**src/rtl/relay_pkg.sv**
```systemverilog
package relay_pkg;
  localparam int unsigned RELAY_BITS   = 8;
  localparam int unsigned RELAY_CLK_LO = 4;
  localparam int unsigned RELAY_CLK_HI = 4;
  localparam int unsigned RELAY_DELAY  = 576;

  typedef enum logic {
    TX_IDLE = 1'b0,
    TX_SEND = 1'b1
  } tx_state_e;
endpackage

```
**src/rtl/relay_sync.sv**
```systemverilog
module relay_sync #(
  parameter int unsigned W = 1,
  parameter logic [W-1:0] RST = '0
) (
  input  logic         clk_i,
  input  logic         rst_ni,
  input  logic [W-1:0] d_i,
  output logic [W-1:0] q_o
);
  logic [W-1:0] s1_q, s2_q;

  always_ff @(posedge clk_i or negedge rst_ni) begin
    if (!rst_ni) begin
      s1_q <= RST;
      s2_q <= RST;
    end else begin
      s1_q <= d_i;
      s2_q <= s1_q;
    end
  end

  assign q_o = s2_q;
endmodule

```
**src/rtl/relay_host_rx.sv**
```systemverilog
module relay_host_rx #(
  parameter int unsigned BITS = 8
) (
  input  logic            clk_i,
  input  logic            rst_ni,
  input  logic            accept_i,
  input  logic            ce_i,
  input  logic            sclk_i,
  input  logic            sdat_i,
  output logic            vld_o,
  output logic [BITS-1:0] byte_o
);
  localparam int unsigned BW = $clog2(BITS);
  localparam logic [BW-1:0] LAST = BW'(BITS - 1);

  logic            sclk_q;
  logic [BW-1:0]   cnt_q;
  logic [BITS-2:0] sh_q;
  logic            rise;

  assign rise = sclk_i & ~sclk_q;

  always_ff @(posedge clk_i or negedge rst_ni) begin
    if (!rst_ni) begin
      sclk_q <= 1'b0;
      cnt_q  <= '0;
      sh_q   <= '0;
    end else begin
      sclk_q <= sclk_i;
      if (!accept_i || !ce_i) begin
        cnt_q <= '0;
      end else if (rise) begin
        cnt_q <= (cnt_q == LAST) ? '0 : cnt_q + 1'b1;
        sh_q  <= {sdat_i, sh_q[BITS-2:1]};
      end
    end
  end

  // lsb arrives first, so the newest bit lands on top
  assign vld_o  = accept_i & ce_i & rise & (cnt_q == LAST);
  assign byte_o = {sdat_i, sh_q};
endmodule

```
**src/rtl/relay_down_tx.sv**
```systemverilog
module relay_down_tx
  import relay_pkg::*;
#(
  parameter int unsigned BITS   = 8,
  parameter int unsigned CLK_LO = 4,
  parameter int unsigned CLK_HI = 4
) (
  input  logic            clk_i,
  input  logic            rst_ni,
  input  logic            run_i,
  input  logic            load_i,
  input  logic [BITS-1:0] byte_i,
  output logic            busy_o,
  output logic            sclk_o,
  output logic            sdat_o
);
  localparam int unsigned PW = $clog2(CLK_LO + CLK_HI);
  localparam int unsigned BW = $clog2(BITS);
  localparam logic [PW-1:0] PH_LAST = PW'(CLK_LO + CLK_HI - 1);
  localparam logic [PW-1:0] PH_HI   = PW'(CLK_LO);
  localparam logic [BW-1:0] BIT_LAST = BW'(BITS - 1);

  tx_state_e       st_q;
  logic [PW-1:0]   ph_q;
  logic [BW-1:0]   bit_q;
  logic [BITS-1:0] sh_q;

  always_ff @(posedge clk_i or negedge rst_ni) begin
    if (!rst_ni) begin
      st_q  <= TX_IDLE;
      ph_q  <= '0;
      bit_q <= '0;
      sh_q  <= '0;
    end else if (!run_i) begin
      st_q  <= TX_IDLE;
      ph_q  <= '0;
      bit_q <= '0;
      sh_q  <= '0;
    end else begin
      unique case (st_q)
        TX_IDLE: if (load_i) begin
          st_q  <= TX_SEND;
          sh_q  <= byte_i;
          ph_q  <= '0;
          bit_q <= '0;
        end
        TX_SEND: if (ph_q == PH_LAST) begin
          ph_q <= '0;
          sh_q <= sh_q >> 1;
          if (bit_q == BIT_LAST) st_q <= TX_IDLE;
          else bit_q <= bit_q + 1'b1;
        end else begin
          ph_q <= ph_q + 1'b1;
        end
        default: st_q <= TX_IDLE;
      endcase
    end
  end

  assign busy_o = (st_q == TX_SEND);
  assign sclk_o = busy_o & (ph_q >= PH_HI);
  assign sdat_o = busy_o & sh_q[0];
endmodule

```
**src/rtl/relay_irq_timer.sv**
```systemverilog
module relay_irq_timer #(
  parameter int unsigned DELAY = 576
) (
  input  logic clk_i,
  input  logic rst_ni,
  input  logic run_i,
  input  logic irq_s_i,
  output logic fall_o,
  output logic lock_o,
  output logic hirq_no
);
  localparam int unsigned CW = $clog2(DELAY);
  localparam logic [CW-1:0] LOAD = CW'(DELAY - 1);

  logic          prev_q, lock_q, irq_q;
  logic [CW-1:0] cnt_q;

  assign fall_o = run_i & prev_q & ~irq_s_i;

  always_ff @(posedge clk_i or negedge rst_ni) begin
    if (!rst_ni) begin
      prev_q <= 1'b1;
      lock_q <= 1'b0;
      irq_q  <= 1'b1;
      cnt_q  <= '0;
    end else if (!run_i) begin
      prev_q <= irq_s_i;
      lock_q <= 1'b0;
      irq_q  <= 1'b1;
      cnt_q  <= '0;
    end else begin
      prev_q <= irq_s_i;
      if (lock_q) begin
        if (cnt_q == '0) begin
          lock_q <= 1'b0;
          irq_q  <= 1'b0;
        end else begin
          cnt_q <= cnt_q - 1'b1;
        end
      end else if (fall_o) begin
        lock_q <= 1'b1;
        cnt_q  <= LOAD;
        irq_q  <= 1'b1;
      end else if (!irq_q && irq_s_i) begin
        irq_q <= 1'b1;
      end
    end
  end

  assign lock_o  = lock_q;
  assign hirq_no = irq_q;
endmodule

```
**src/rtl/relay_descr_stub.sv**
```systemverilog
module relay_descr_stub (
  input  logic d_i,
  output logic d_o
);
  assign d_o = d_i;
endmodule

```
**src/rtl/serial_relay.sv**
```systemverilog
module serial_relay
  import relay_pkg::*;
#(
  parameter int unsigned BITS   = RELAY_BITS,
  parameter int unsigned CLK_LO = RELAY_CLK_LO,
  parameter int unsigned CLK_HI = RELAY_CLK_HI,
  parameter int unsigned DELAY  = RELAY_DELAY
) (
  input  logic clk_i,
  input  logic rst_ni,
  input  logic backup_i,
  input  logic hce_i,
  input  logic hclk_i,
  input  logic hdat_i,
  output logic hdo_o,
  output logic hirq_no,
  output logic dce_o,
  output logic dclk_o,
  output logic ddat_o,
  input  logic rx_dat_i,
  input  logic rx_irq_ni
);
  logic            halt_q, run_w;
  logic [4:0]      sync_w;
  logic            hce_s, hclk_s, hdat_s, rxirq_s, rxdat_s;
  logic            lock_w, fall_w, busy_w, accept_w, vld_w;
  logic [BITS-1:0] byte_w;
  logic            rd_w;

  // leaving backup needs a reset before resuming
  always_ff @(posedge clk_i or negedge rst_ni) begin
    if (!rst_ni)        halt_q <= 1'b0;
    else if (!backup_i) halt_q <= 1'b1;
  end
  assign run_w = backup_i & ~halt_q;

  relay_sync #(.W(5), .RST(5'b00011)) u_sync (
    .clk_i (clk_i),
    .rst_ni(rst_ni),
    .d_i   ({hce_i, hclk_i, hdat_i, rx_irq_ni, rx_dat_i}),
    .q_o   (sync_w)
  );
  assign {hce_s, hclk_s, hdat_s, rxirq_s, rxdat_s} = sync_w;

  relay_irq_timer #(.DELAY(DELAY)) u_irq (
    .clk_i  (clk_i),
    .rst_ni (rst_ni),
    .run_i  (run_w),
    .irq_s_i(rxirq_s),
    .fall_o (fall_w),
    .lock_o (lock_w),
    .hirq_no(hirq_no)
  );

  // lockout start beats a byte completing in the same cycle
  assign accept_w = run_w & ~lock_w & ~fall_w & ~busy_w;

  relay_host_rx #(.BITS(BITS)) u_rx (
    .clk_i   (clk_i),
    .rst_ni  (rst_ni),
    .accept_i(accept_w),
    .ce_i    (hce_s),
    .sclk_i  (hclk_s),
    .sdat_i  (hdat_s),
    .vld_o   (vld_w),
    .byte_o  (byte_w)
  );

  relay_down_tx #(.BITS(BITS), .CLK_LO(CLK_LO), .CLK_HI(CLK_HI)) u_tx (
    .clk_i (clk_i),
    .rst_ni(rst_ni),
    .run_i (run_w),
    .load_i(vld_w),
    .byte_i(byte_w),
    .busy_o(busy_w),
    .sclk_o(dclk_o),
    .sdat_o(ddat_o)
  );
  assign dce_o = busy_w;

  relay_descr_stub u_descr (
    .d_i(rxdat_s),
    .d_o(rd_w)
  );

  assign hdo_o = ~(run_w & ~lock_w & ~busy_w & hce_s & ~rd_w);
endmodule

```
**config.mk**
```make
export PLATFORM = sky130hd
export DESIGN_NAME = serial_relay
export DESIGN_NICKNAME = d
export VERILOG_FILES = /design/src/rtl/relay_pkg.sv /design/src/rtl/relay_sync.sv /design/src/rtl/relay_host_rx.sv /design/src/rtl/relay_down_tx.sv /design/src/rtl/relay_irq_timer.sv /design/src/rtl/relay_descr_stub.sv /design/src/rtl/serial_relay.sv
export SDC_FILE = /design/constraint.sdc
export NUM_CORES = 1
export LEC_CHECK = 0
export BUFFER_PORTS_ARGS = -buffer_cell sky130_fd_sc_hd__buf_2
export CAP_MARGIN = 30
export CORE_ASPECT_RATIO = 0.7
export CORE_MARGIN = 2
export CORE_UTILIZATION = 52
export CTS_BUF_LIST = sky130_fd_sc_hd__clkbuf_2 sky130_fd_sc_hd__clkbuf_4 sky130_fd_sc_hd__clkbuf_8
export DETAILED_ROUTE_END_ITERATION = 16
export GPL_ROUTABILITY_DRIVEN = 0
export PLACE_DENSITY_LB_ADDON = 0.05
export SETUP_SLACK_MARGIN = 0.5
export SYNTH_ARGS = -nofsm -noshare
export SYNTH_HDL_FRONTEND = slang
export SYNTH_HIERARCHICAL = 1
export SYNTH_SLANG_ARGS = --single-unit
```
**constraint.sdc**
```tcl
create_clock -name clk_i -period 2.3 [get_ports clk_i]
set_clock_uncertainty 0.1 [all_clocks]
set_input_delay 0.46 -clock clk_i [delete_from_list [all_inputs] [get_ports clk_i]]
set_output_delay 0.46 -clock clk_i [all_outputs]
set_load 0.03 [all_outputs]
```
Word-level counts from Yosys, hierarchy flattened:

Cells that the tools add are included.

* register bits: 50
* bits of input ports: 8

* $add $sub $neg: 4
* $lt $le $gt $ge: 1
* eq/ne operators: 10
* muxes and demuxes: 33
* bitwise logic cells: 24
* reduce and logical (&&, ||, !) cells: 12

Operators by type and width (count)
* two-way mux 10 bit: 4
* two-way mux 3 bit: 9
* two-way mux 8 bit: 3
* one-hot mux 8 bit (2 select lines): 1
* AND 1 bit: 15
* two-way mux 1 bit: 13
* != test 3 bit (second input constant): 4
* one-hot mux 3 bit (2 select lines): 2
* zero test 10 bit: 1
* subtractor 10 x 1 -> 10 bit (second input constant): 1
* adder 3 x 1 -> 3 bit (second input constant): 3
* == test 3 bit (second input constant): 3
* NOT 1 bit: 9
* AND reduction 2 bit: 4
* != test 4 x 1 -> 1 bit (second input constant): 1
* >= comparator 3 bit (second input constant): 1
* zero test 1 bit: 3
* != test 3 x 1 -> 1 bit (second input constant): 1
* != test 3 x 2 -> 1 bit (second input constant): 1
* AND reduction 3 bit: 1
* one-hot mux 1 bit (2 select lines): 1
* nonzero test 2 bit: 1
* logical AND 1 bit: 1
* logical OR 1 bit: 1

Logic depth before layout (Yosys ltp):

Gate-level depths: netlist of run 1.

* depth in word-level cells: 13
* depth in mapped cells: 13
* depth with buffers taken out: 11

Modules after synthesis:

The synthesis of run 1 kept the hierarchy.

Modules (own cells, without submodules)
* relay_down_tx: instances 1, cells each 77, area each 789.5 sq um
* relay_irq_timer: instances 1, cells each 81, area each 747.0 sq um
* relay_host_rx: instances 1, cells each 34, area each 500.5 sq um
* relay_sync: instances 1, cells each 10, area each 255.2 sq um
* serial_relay: instances 1, cells each 6, area each 67.6 sq um
* relay_descr_stub: instances 1, cells each 1, area each 7.5 sq um

Least setup slack after synthesis of run 1:

OpenSTA, ideal clock, no wires.

* kind: in2reg
* from: in backup_i
* to: reg u_tx.bit_q[0]
* setup time: 119 ps
* arrival time: 2257 ps
* slack: -176 ps
* stages on the path: 12
* buffers on the path: 1
* cells stage by stage: nand2b_4 inv_2 nand3b_1 inv_1 nor4_2 nand2_1 or2_1 buf_6 nor2_1 nand2b_1 and3_1 o21a_1

* longest elaborated chain between the ends: 11
* elaborated cells on any way between the ends: 15

Ends and longest elaborated chain
* from (decl): line serial_relay.sv:11 `input logic backup_i,`
* AND 1 bit: line serial_relay.sv:35 `assign run_w = backup_i & ~halt_q;`
* named net run_w: line serial_relay.sv:23 `logic halt_q, run_w;`
* AND 1 bit (2 in a row): line relay_irq_timer.sv:18 `assign fall_o = run_i & prev_q & ~irq_s_i;`
* named net fall_w: line serial_relay.sv:26 `logic lock_w, fall_w, busy_w, accept_w, vld_w;`
* NOT 1 bit: line serial_relay.sv:56 `assign accept_w = run_w & ~lock_w & ~fall_w & ~busy_w;`
* AND 1 bit (2 in a row): line serial_relay.sv:56
* named net accept_w: line serial_relay.sv:26
* AND 1 bit (3 in a row): line relay_host_rx.sv:40 `assign vld_o = accept_i & ce_i & rise & (cnt_q == LAST);`
* named net vld_w: line serial_relay.sv:26
* != test 3 x 2 -> 1 bit (no line)
* AND reduction 3 bit (no line)
* to (signal assigned): line relay_down_tx.sv:51 `else bit_q <= bit_q + 1'b1;`
* to (decl): line relay_down_tx.sv:25 `logic [BW-1:0] bit_q;`

The timed path passes the listed nets, and every way through them passes these cells.
A chain may end at the register's enable or synchronous reset.

Final worst setup path of run 1:

* from: reg u_sync.s2_q[1] (netlist: u_sync/q_o[1])
* to: reg u_tx.sh_q[7]

* longest elaborated chain between the ends: 10

Ends and longest elaborated chain
* from (decl): line relay_sync.sv:10 `logic [W-1:0] s1_q, s2_q;`
* from (signal assigned): line relay_sync.sv:18 `s2_q <= s1_q;`
* NOT 1 bit: line relay_irq_timer.sv:18
* AND 1 bit: line relay_irq_timer.sv:18
* named net fall_w: line serial_relay.sv:26
* NOT 1 bit: line serial_relay.sv:56
* AND 1 bit (2 in a row): line serial_relay.sv:56
* named net accept_w: line serial_relay.sv:26
* AND 1 bit (3 in a row): line relay_host_rx.sv:40
* named net vld_w: line serial_relay.sv:26
* != test 3 x 2 -> 1 bit (no line)
* AND reduction 2 bit (no line)
* to (signal assigned): line relay_down_tx.sv:43 `sh_q <= byte_i;`
* to (signal assigned): line relay_down_tx.sv:49 `sh_q <= sh_q >> 1;`
* to (decl): line relay_down_tx.sv:26 `logic [BITS-1:0] sh_q;`

The timed path passes the listed nets, and every way through them passes these cells.

==> run summary, run 1 <==
Crit path kind = register to register
CP Capture Type = register
Final Instance Area = 3008 um2
Final Cycle Share = 94.92%
Vias per cell = 5.808
Clock Root Buffer = clkbuf_8
PwrDens = 479.7 nW/um2
Yosys reg bits = 50
WL/cell = 17.39 um
CTS H-tree depth = 2
CP Data Arrival Time = 2290 ps
Largest net degree at the start of global routing = 27
DP Cell Count = 275
Yosys cell types = 54
Die area = 5117 um2
Total wire length = 5.338 mm
HP Class = input port to async pin
Leak Pwr = 1.403 nW
Slew Limit Fails = 0
Global-route wire length before repair = 8.314 mm
Buffers on Ports = 12
Congestion Overflow GR = 0
Most area-consuming cells after synthesis = dfrtp_1 (47%), dfstp_2 (6.7%), mux2_4 (4.4%)
DRC viols = 0
Most frequent cells after synthesis = dfrtp_1 (44), nand2_1 (14), nor2_1 (14), a22oi_1 (9)
Syn. warnings = 6
Final ANT Viol Nets = 0
Finished Layout Cells = 307
Worst-Skew Late Latency = 300 ps
Slowest cell on crit path = dfstp_2
Max-cap violations = 0
Register area share after synthesis = 53.17%
Die height = 60.45 um
Total power = 0.001443 W
Slew headroom = 58.98%
CTS buffer count = 5
Min Tclk post-route = 2183 ps
Syn_area_per_cell = 11.33 um2
Detailed Route Iter0 Violations = 102
Post-synthesis cell count = 209
Register clock-pin slew on the reported worst setup and hold paths = 90 ps
Max Root-Sink Buffers = 2
Clock Sinks = 50
Drt pass-1 iters = 4
Starting density of the core = 54.37%
FP Rows = 20
Top-count cell post-synth = dfrtp_1
Final net count = 266
Synthesized area = 2367 um2
Antenna cells = 0
Final setup fails = 0
Tot GR Track Use = 21.12%
Status = complete, no violations
F_max = 458.1 MHz
Leading register cell type out of synthesis = dfrtp_1
CTS tree = built
Worst reg2reg startpoint = u_sync/q_o[1]$_DFF_PN1_
Filler cells = 324
Hold-fix buffers, CTS = 0
Worst path max stage delay = 550 ps
Layout cells sized above 1 = 38.49%
Core area = 4354 um2
Number of flops mapped to enable cells by yosys = 0
Syn_nets = 224
FF-to-FF path depth = 10
RSZ-0062 raised after global routing = yes
CP required = 2400 ps
Worst slew pin tran = 615.2 ps
Antenna violations before repair = 0
Die W = 84.65 um
Ys async rst share = 100.0%
Peak VDD IR = 0.4357 mV
Final Hold Fails = 0
Via total after detailed routing = 1783
Crit-path max FO = 4
Area leader, netlist = dfrtp_1
Worst setup margin = 116.8 ps
Post-synth top area share = 46.51%
Pre-CTS setup slack = -10.55 ps
Startpoint Class = register
Vias in the first global route = 1736
CP cell instances = nand3b_1 -> inv_2 -> nor4_4 -> nand2_1 -> or2_4 -> nor2_4 -> buf_4 -> mux2i_1 -> o21ai_1 -> and2_1
Ports = 13
Dpl cell area = 2527 um2
Reg2reg setup slack = 120 ps
Syn-to-layout area delta = 27.06%
Detailed Place HPWL = 3.031 mm
Reg2reg end = u_tx/sh_q[7]$_DFFE_PN0P_
## state kept, by name (all words and copies together) (netlist names)
register	cells
u_irq/prev_q	1
u_rx/sh_q	7
u_rx/sclk_q	1
u_sync/q_o	5
u_irq/hirq_no	1
u_sync/s1_q	5
u_irq/cnt_q	10
halt_q	1
u_tx/bit_q	3
u_irq/lock_o	1
u_tx/sh_q	8
u_tx/busy_o	1
u_rx/cnt_q	3
u_tx/ph_q	3
## cell type report
cell class	count	area [um2]	share of cell area [%]
clock inverters	2	13.76	0.4576
repair buffers	46	405.4	13.48
flip-flops and latches	50	1260	41.89
well taps	55	68.82	2.288
inverters	8	32.53	1.082
clock buffers	6	76.32	2.537
multi-input cells	140	1151	38.27
## layer usage
layer / vias to the layer above / wire length [um] / GRT usage [%]
met4: 0 / 66 / 5.215
li1: 838 / - / -
met5: - / 0 / 0
met3: 8 / 258 / 5.986
met2: 42 / 2466 / 33.86
met1: 895 / 2546 / 29.16
## cells by family after synthesis
| family | Yosys count | synth area share [%] |
|---|---|---|
| AOI/OAI and AO/OA | 48 | 14.32 |
| xor gates and xnor gates | 1 | 0.3700 |
| adders and majority gates | 7 | 3.700 |
| buffers and inverters | 19 | 4.175 |
| DFF | 50 | 53.17 |
| muxes | 12 | 6.712 |
| and+or+nand+nor | 72 | 17.55 |
## power by group
group          internal [W]  switching, W
Combinational     0.0000122     0.0000223
Sequential         0.000893    0.00000539
Clock              0.000227      0.000283
Total               0.00113      0.000311
## how the worst max path moves through the flow
stage,endpoint,slack (ps),start
final,u_tx/sh_q[7]$_DFFE_PN0P_,120,u_sync/q_o[1]$_DFF_PN1_
after global routing,u_tx/sh_q[7]$_DFFE_PN0P_,40,u_sync/q_o[1]$_DFF_PN1_
after CTS,u_tx/sh_q[4]$_DFFE_PN0P_,260,u_sync/q_o[1]$_DFF_PN1_
after detailed placement,u_tx/sh_q[4]$_DFFE_PN0P_,-10,backup_i
after global placement,u_tx/sh_q[0]$_DFFE_PN0P_,30,backup_i
after floorplan,u_tx/sh_q[6]$_DFFE_PN0P_,120,backup_i
## layout by cell type (no fill, tap or decap), types with 4 or more instances in the layout
master and n:
dfrtp_1 43, buf_4 23, nand2_1 14, nor2_1 12, buf_2 11, buf_6 8
a22oi_1 8, nand3_1 7, mux2_4 7, dfstp_2 6, ha_1 6, a21boi_1 6
clkbuf_8 5, and2_1 5, nor2b_1 5, inv_1 4, a21oi_1 4, mux2i_1 4
## repair_timing
item	in CTS	in global routing
pin swaps	13	9
setup endpoints to repair	35	34
hold endpoints to repair	0	0
gates resized for setup	24	20
gates cloned	1	0
setup buffers	17	6
## critical path: cells and delay by family, from the launching register on
kind	cells	cell delay, ps
AND/OR/NAND/NOR	6	960
AO/OA/AOI/OAI	1	70
buffers and inverters	2	210
multiplexers	1	200
flip-flops	1	550
## through the flow
stage / hold slack [ps] / setup TNS [ps] / util (%)
after floorplan: 64.41 / 0 / -
after global placement: 234.4 / 0 / 58.05
after detailed placement: 239.3 / -15.72 / 58.05
after CTS: 69.44 / 0 / 66.12
after global routing: 96.36 / 0 / 69.08
final: 51.70 / 0 / 69.08
(Power assumes the default switching activity.)
==> run 2, diff against run 1 <==
--- a/config.mk
+++ b/config.mk
@@ -5,6 +5,7 @@
 export SDC_FILE = /design/constraint.sdc
 export NUM_CORES = 1
 export LEC_CHECK = 0
+export ABC_AREA = 1
 export BUFFER_PORTS_ARGS = -buffer_cell sky130_fd_sc_hd__buf_2
 export CAP_MARGIN = 30
 export CORE_ASPECT_RATIO = 0.7
==> run 2 against run 1 <==
  * Utilization is 3.1 points lower
  * Sequential share of layout area is 0.96 points higher
  * Maximum frequency is 23% higher
  * First-iteration DRC count is 28% lower
  * Count of clock-buffer cells in the layout is 1 lower
  * Final area is 2.2% lower
  * Die area is 4.4% higher
  * Largest power group unchanged
==> run summary, run 2 <==
Register area share after synthesis = 50.81%
Ys async rst share = 100.0%
Die area = 5341 um2
Worst path max stage delay = 400 ps
Worst reg2reg startpoint = halt_q$_DFFE_PN0N_
Core area = 4454 um2
Min Tclk post-route = 1775 ps
Yosys reg bits = 50
Leak Pwr = 1.558 nW
Status = complete, no violations
Top delay family on crit path = simple AND/OR/NAND/NOR gates
Reg2reg end = u_tx/sh_q[2]$_DFFE_PN0P_
Detailed Place HPWL = 3.362 mm
Via total after detailed routing = 1960
Crit-path max FO = 7
Multi-input gate area = 1144 um2
Clock Root Buffer = clkbuf_8
Max Root-Sink Buffers = 2
Slowest cell on crit path = dfrtp_1
Filler cells = 380
Vias in the first global route = 1767
Ports = 13
Starting density of the core = 55.62%
DRC viols = 0
Peak VDD IR = 0.6802 mV
Syn_nets = 322
Antenna violations before repair = 0
Crit path kind = register to register
Clk pwr share = 39.8%
Final net count = 352
Clock Sinks = 50
Setup TNS Final = 0 ps
Total wire length = 4.918 mm
Final setup fails = 0
CP required = 2400 ps
Number of flops mapped to enable cells by yosys = 0
Register clock-pin slew on the reported worst setup and hold paths = 90 ps
Most common cell after layout, fill and taps aside = nand2_1
Yosys cell types = 21
Die W = 86.50 um
Layout cells sized above 1 = 24.85%
Worst-Skew Late Latency = 310 ps
Syn_area_per_cell = 8.070 um2
PwrDens = 529.9 nW/um2
Final ANT Viol Nets = 0
CP Capture Type = register
Comb pwr share = 2.5%
CP cell instances = nor2_4 -> buf_6 -> nand3_2 -> inv_2 -> nor2_2 -> nand2_1 -> inv_2 -> nand2_4 -> nor2_4 -> inv_2 -> nand3_4 -> nand2_8 -> inv_8 -> nand2_1 -> nand2_1
DP Cell Count = 372
Startpoint Class = register
Detailed Route Iter0 Violations = 73
Global-route wire length before repair = 8.252 mm
Drt pass-1 iters = 5
Post-synth top area share = 44.44%
CP endpoint = u_tx/sh_q[2]$_DFFE_PN0P_
Synthesized area = 2477 um2
Seq pwr share = 57.7%
FP Rows = 20
Die height = 61.75 um
FF-to-FF path depth = 15
CP Buf/Inv Count = 5
Largest net degree at the start of global routing = 32
Net Sw Frac = 21.16%
Total power = 0.001558 W
CTS buffer count = 5
NetSw = 0.0003296 W
Register area = 1260 um2
Leading register cell type out of synthesis = dfrtp_1
Most frequent cells in the layout = nand2_1 (116), dfrtp_1 (43), nand3_1 (36), inv_1 (22), nor2_1 (20)
Congestion Overflow GR = 0
Worst slew pin tran = 497.8 ps
Reg2reg setup slack = 520 ps
Cell Int Power = 0.001228 W
Max-cap violations = 0
Antenna cells = 0
CTS H-tree depth = 2
HP Class = input port to async pin
Finished Layout Cells = 393
CP Data Arrival Time = 1870 ps
Worst setup startpoint = halt_q$_DFFE_PN0N_
Syn-to-layout area delta = 18.69%
Syn. warnings = 6
Critical path depth = 15
Hold-fix buffers, CTS = 0
Area leader, netlist = dfrtp_1
Max FFs per register = 10
Slew Limit Fails = 0
Vias per cell = 4.987
Most frequent cells after synthesis = nand2_1 (123), dfrtp_1 (44), nand3_1 (41), inv_1 (25), nor2_1 (22)
Slew headroom = 66.82%
F_max = 563.3 MHz
Most area-consuming cells after synthesis = dfrtp_1 (44%), nand2_1 (19%), nand3_1 (8.3%)
Tot GR Track Use = 20.11%
Worst setup margin = 524.8 ps
Top-count cell post-synth = nand2_1
Biggest register = u_irq/cnt_q
Post-synthesis cell count = 307
Buffers on Ports = 12
Largest registers = u_irq/cnt_q x10, u_tx/sh_q x8, u_rx/sh_q x7
WL/cell = 12.51 um
Final Cycle Share = 77.18%
Final Hold Fails = 0
RSZ-0062 raised after global routing = yes
CTS tree = built
Pre-CTS setup slack = 247.5 ps
==> run 2: changes by cell type after synthesis, sizes merged, moves of 4 or more <==
cell	before	now
mux2i	5	0
a22oi	9	0
inv	8	29
nand2b	4	0
mux2	7	0
nand3	7	43
and2	5	0
nor2	14	30
nor2b	6	0
a21oi	7	0
a21boi	9	0
nand2	14	129
==> run 2: worst register-to-register path: stages (launching register included) <==
cell	delay, ps
dfrtp_1	400
nor2_4	130
buf_6	130
nand3_2	60
inv_2	70
nor2_2	40
nand2_1	60
inv_2	50
nand2_4	70
nor2_4	50
inv_2	60
nand3_4	160
nand2_8	140
inv_8	50
nand2_1	60
nand2_1	40
==> run 2: final cells by class <==
cell class	count	area share [%]
clock buffer	5	2.340
clock inverter	3	1.532
inverter	29	4.383
multi-input combinational	221	38.89
sequential	50	42.85
tap	55	2.340
timing repair buffer	30	7.660
==> run 2: metal layers <==
layer / global-route usage, % / routed length [um]
met5: 0 / 0
met4: 4.464 / 19
met3: 4.756 / 203
met2: 29.67 / 1979
met1: 30.49 / 2715
==> run 2: cell families (layout without fill, tap and decap cells) <==
family                     after synthesis  after routing  synth area share, %
and+or+nand+nor                        205            206                36.97
adders and majority gates                7              7                3.535
AOI/OAI and AO/OA                        8              8                1.717
DFF                                     50             50                50.81
buffers and inverters                   37             67                6.969
==> run 2: power groups by stage <==
| stage | logic [W] | clock network, W | registers [W] |
|---|---|---|---|
| 6_report | 0.0000392 | 0.000619 | 0.000899 |
| 5_1_grt | 0.0000447 | 0.000663 | 0.000901 |
| 4_1_cts | 0.0000389 | 0.000635 | 0.000900 |
| 3_5_place_dp | 0.0000389 | 0 | 0.000917 |
| 3_3_place_gp | 0.0000383 | 0 | 0.000916 |
| 2_1_floorplan | 0.0000129 | 0 | 0.000915 |
==> run 2: metrics by stage <==
step	util [%]	instance area, um2	hold WS (ps)
detailed placement	59.52	2651	235.6
CTS	63.57	2831	28.14
floorplan	-	2529	64.41
finish	66.01	2940	15.42
global placement	59.52	2651	231.2
global route	66.01	2940	43.93
==> run 2: worst min path at each step <==
stage                             start                         end  slack [ps]  cells past startpoint
2_1_floorplan                    rst_ni          halt_q$_DFFE_PN0N_          60                      0
3_3_place_gp   u_sync/s1_q[2]$_DFF_PN0_     u_sync/q_o[2]$_DFF_PN0_         230                      0
3_5_place_dp   u_sync/s1_q[2]$_DFF_PN0_     u_sync/q_o[2]$_DFF_PN0_         240                      0
4_1_cts                          rst_ni  u_irq/cnt_q[8]$_DFFE_PN0P_          30                      1
5_1_grt                          rst_ni  u_irq/cnt_q[8]$_DFFE_PN0P_          40                      1
6_report                         rst_ni  u_irq/cnt_q[8]$_DFFE_PN0P_          20                      1
==> run 2: timing repair <==
item,CTS,global route
setup endpoints to repair,12,13
setup buffers,6,6
resized for setup,5,17
gates cloned,0,1
pin swaps,2,11
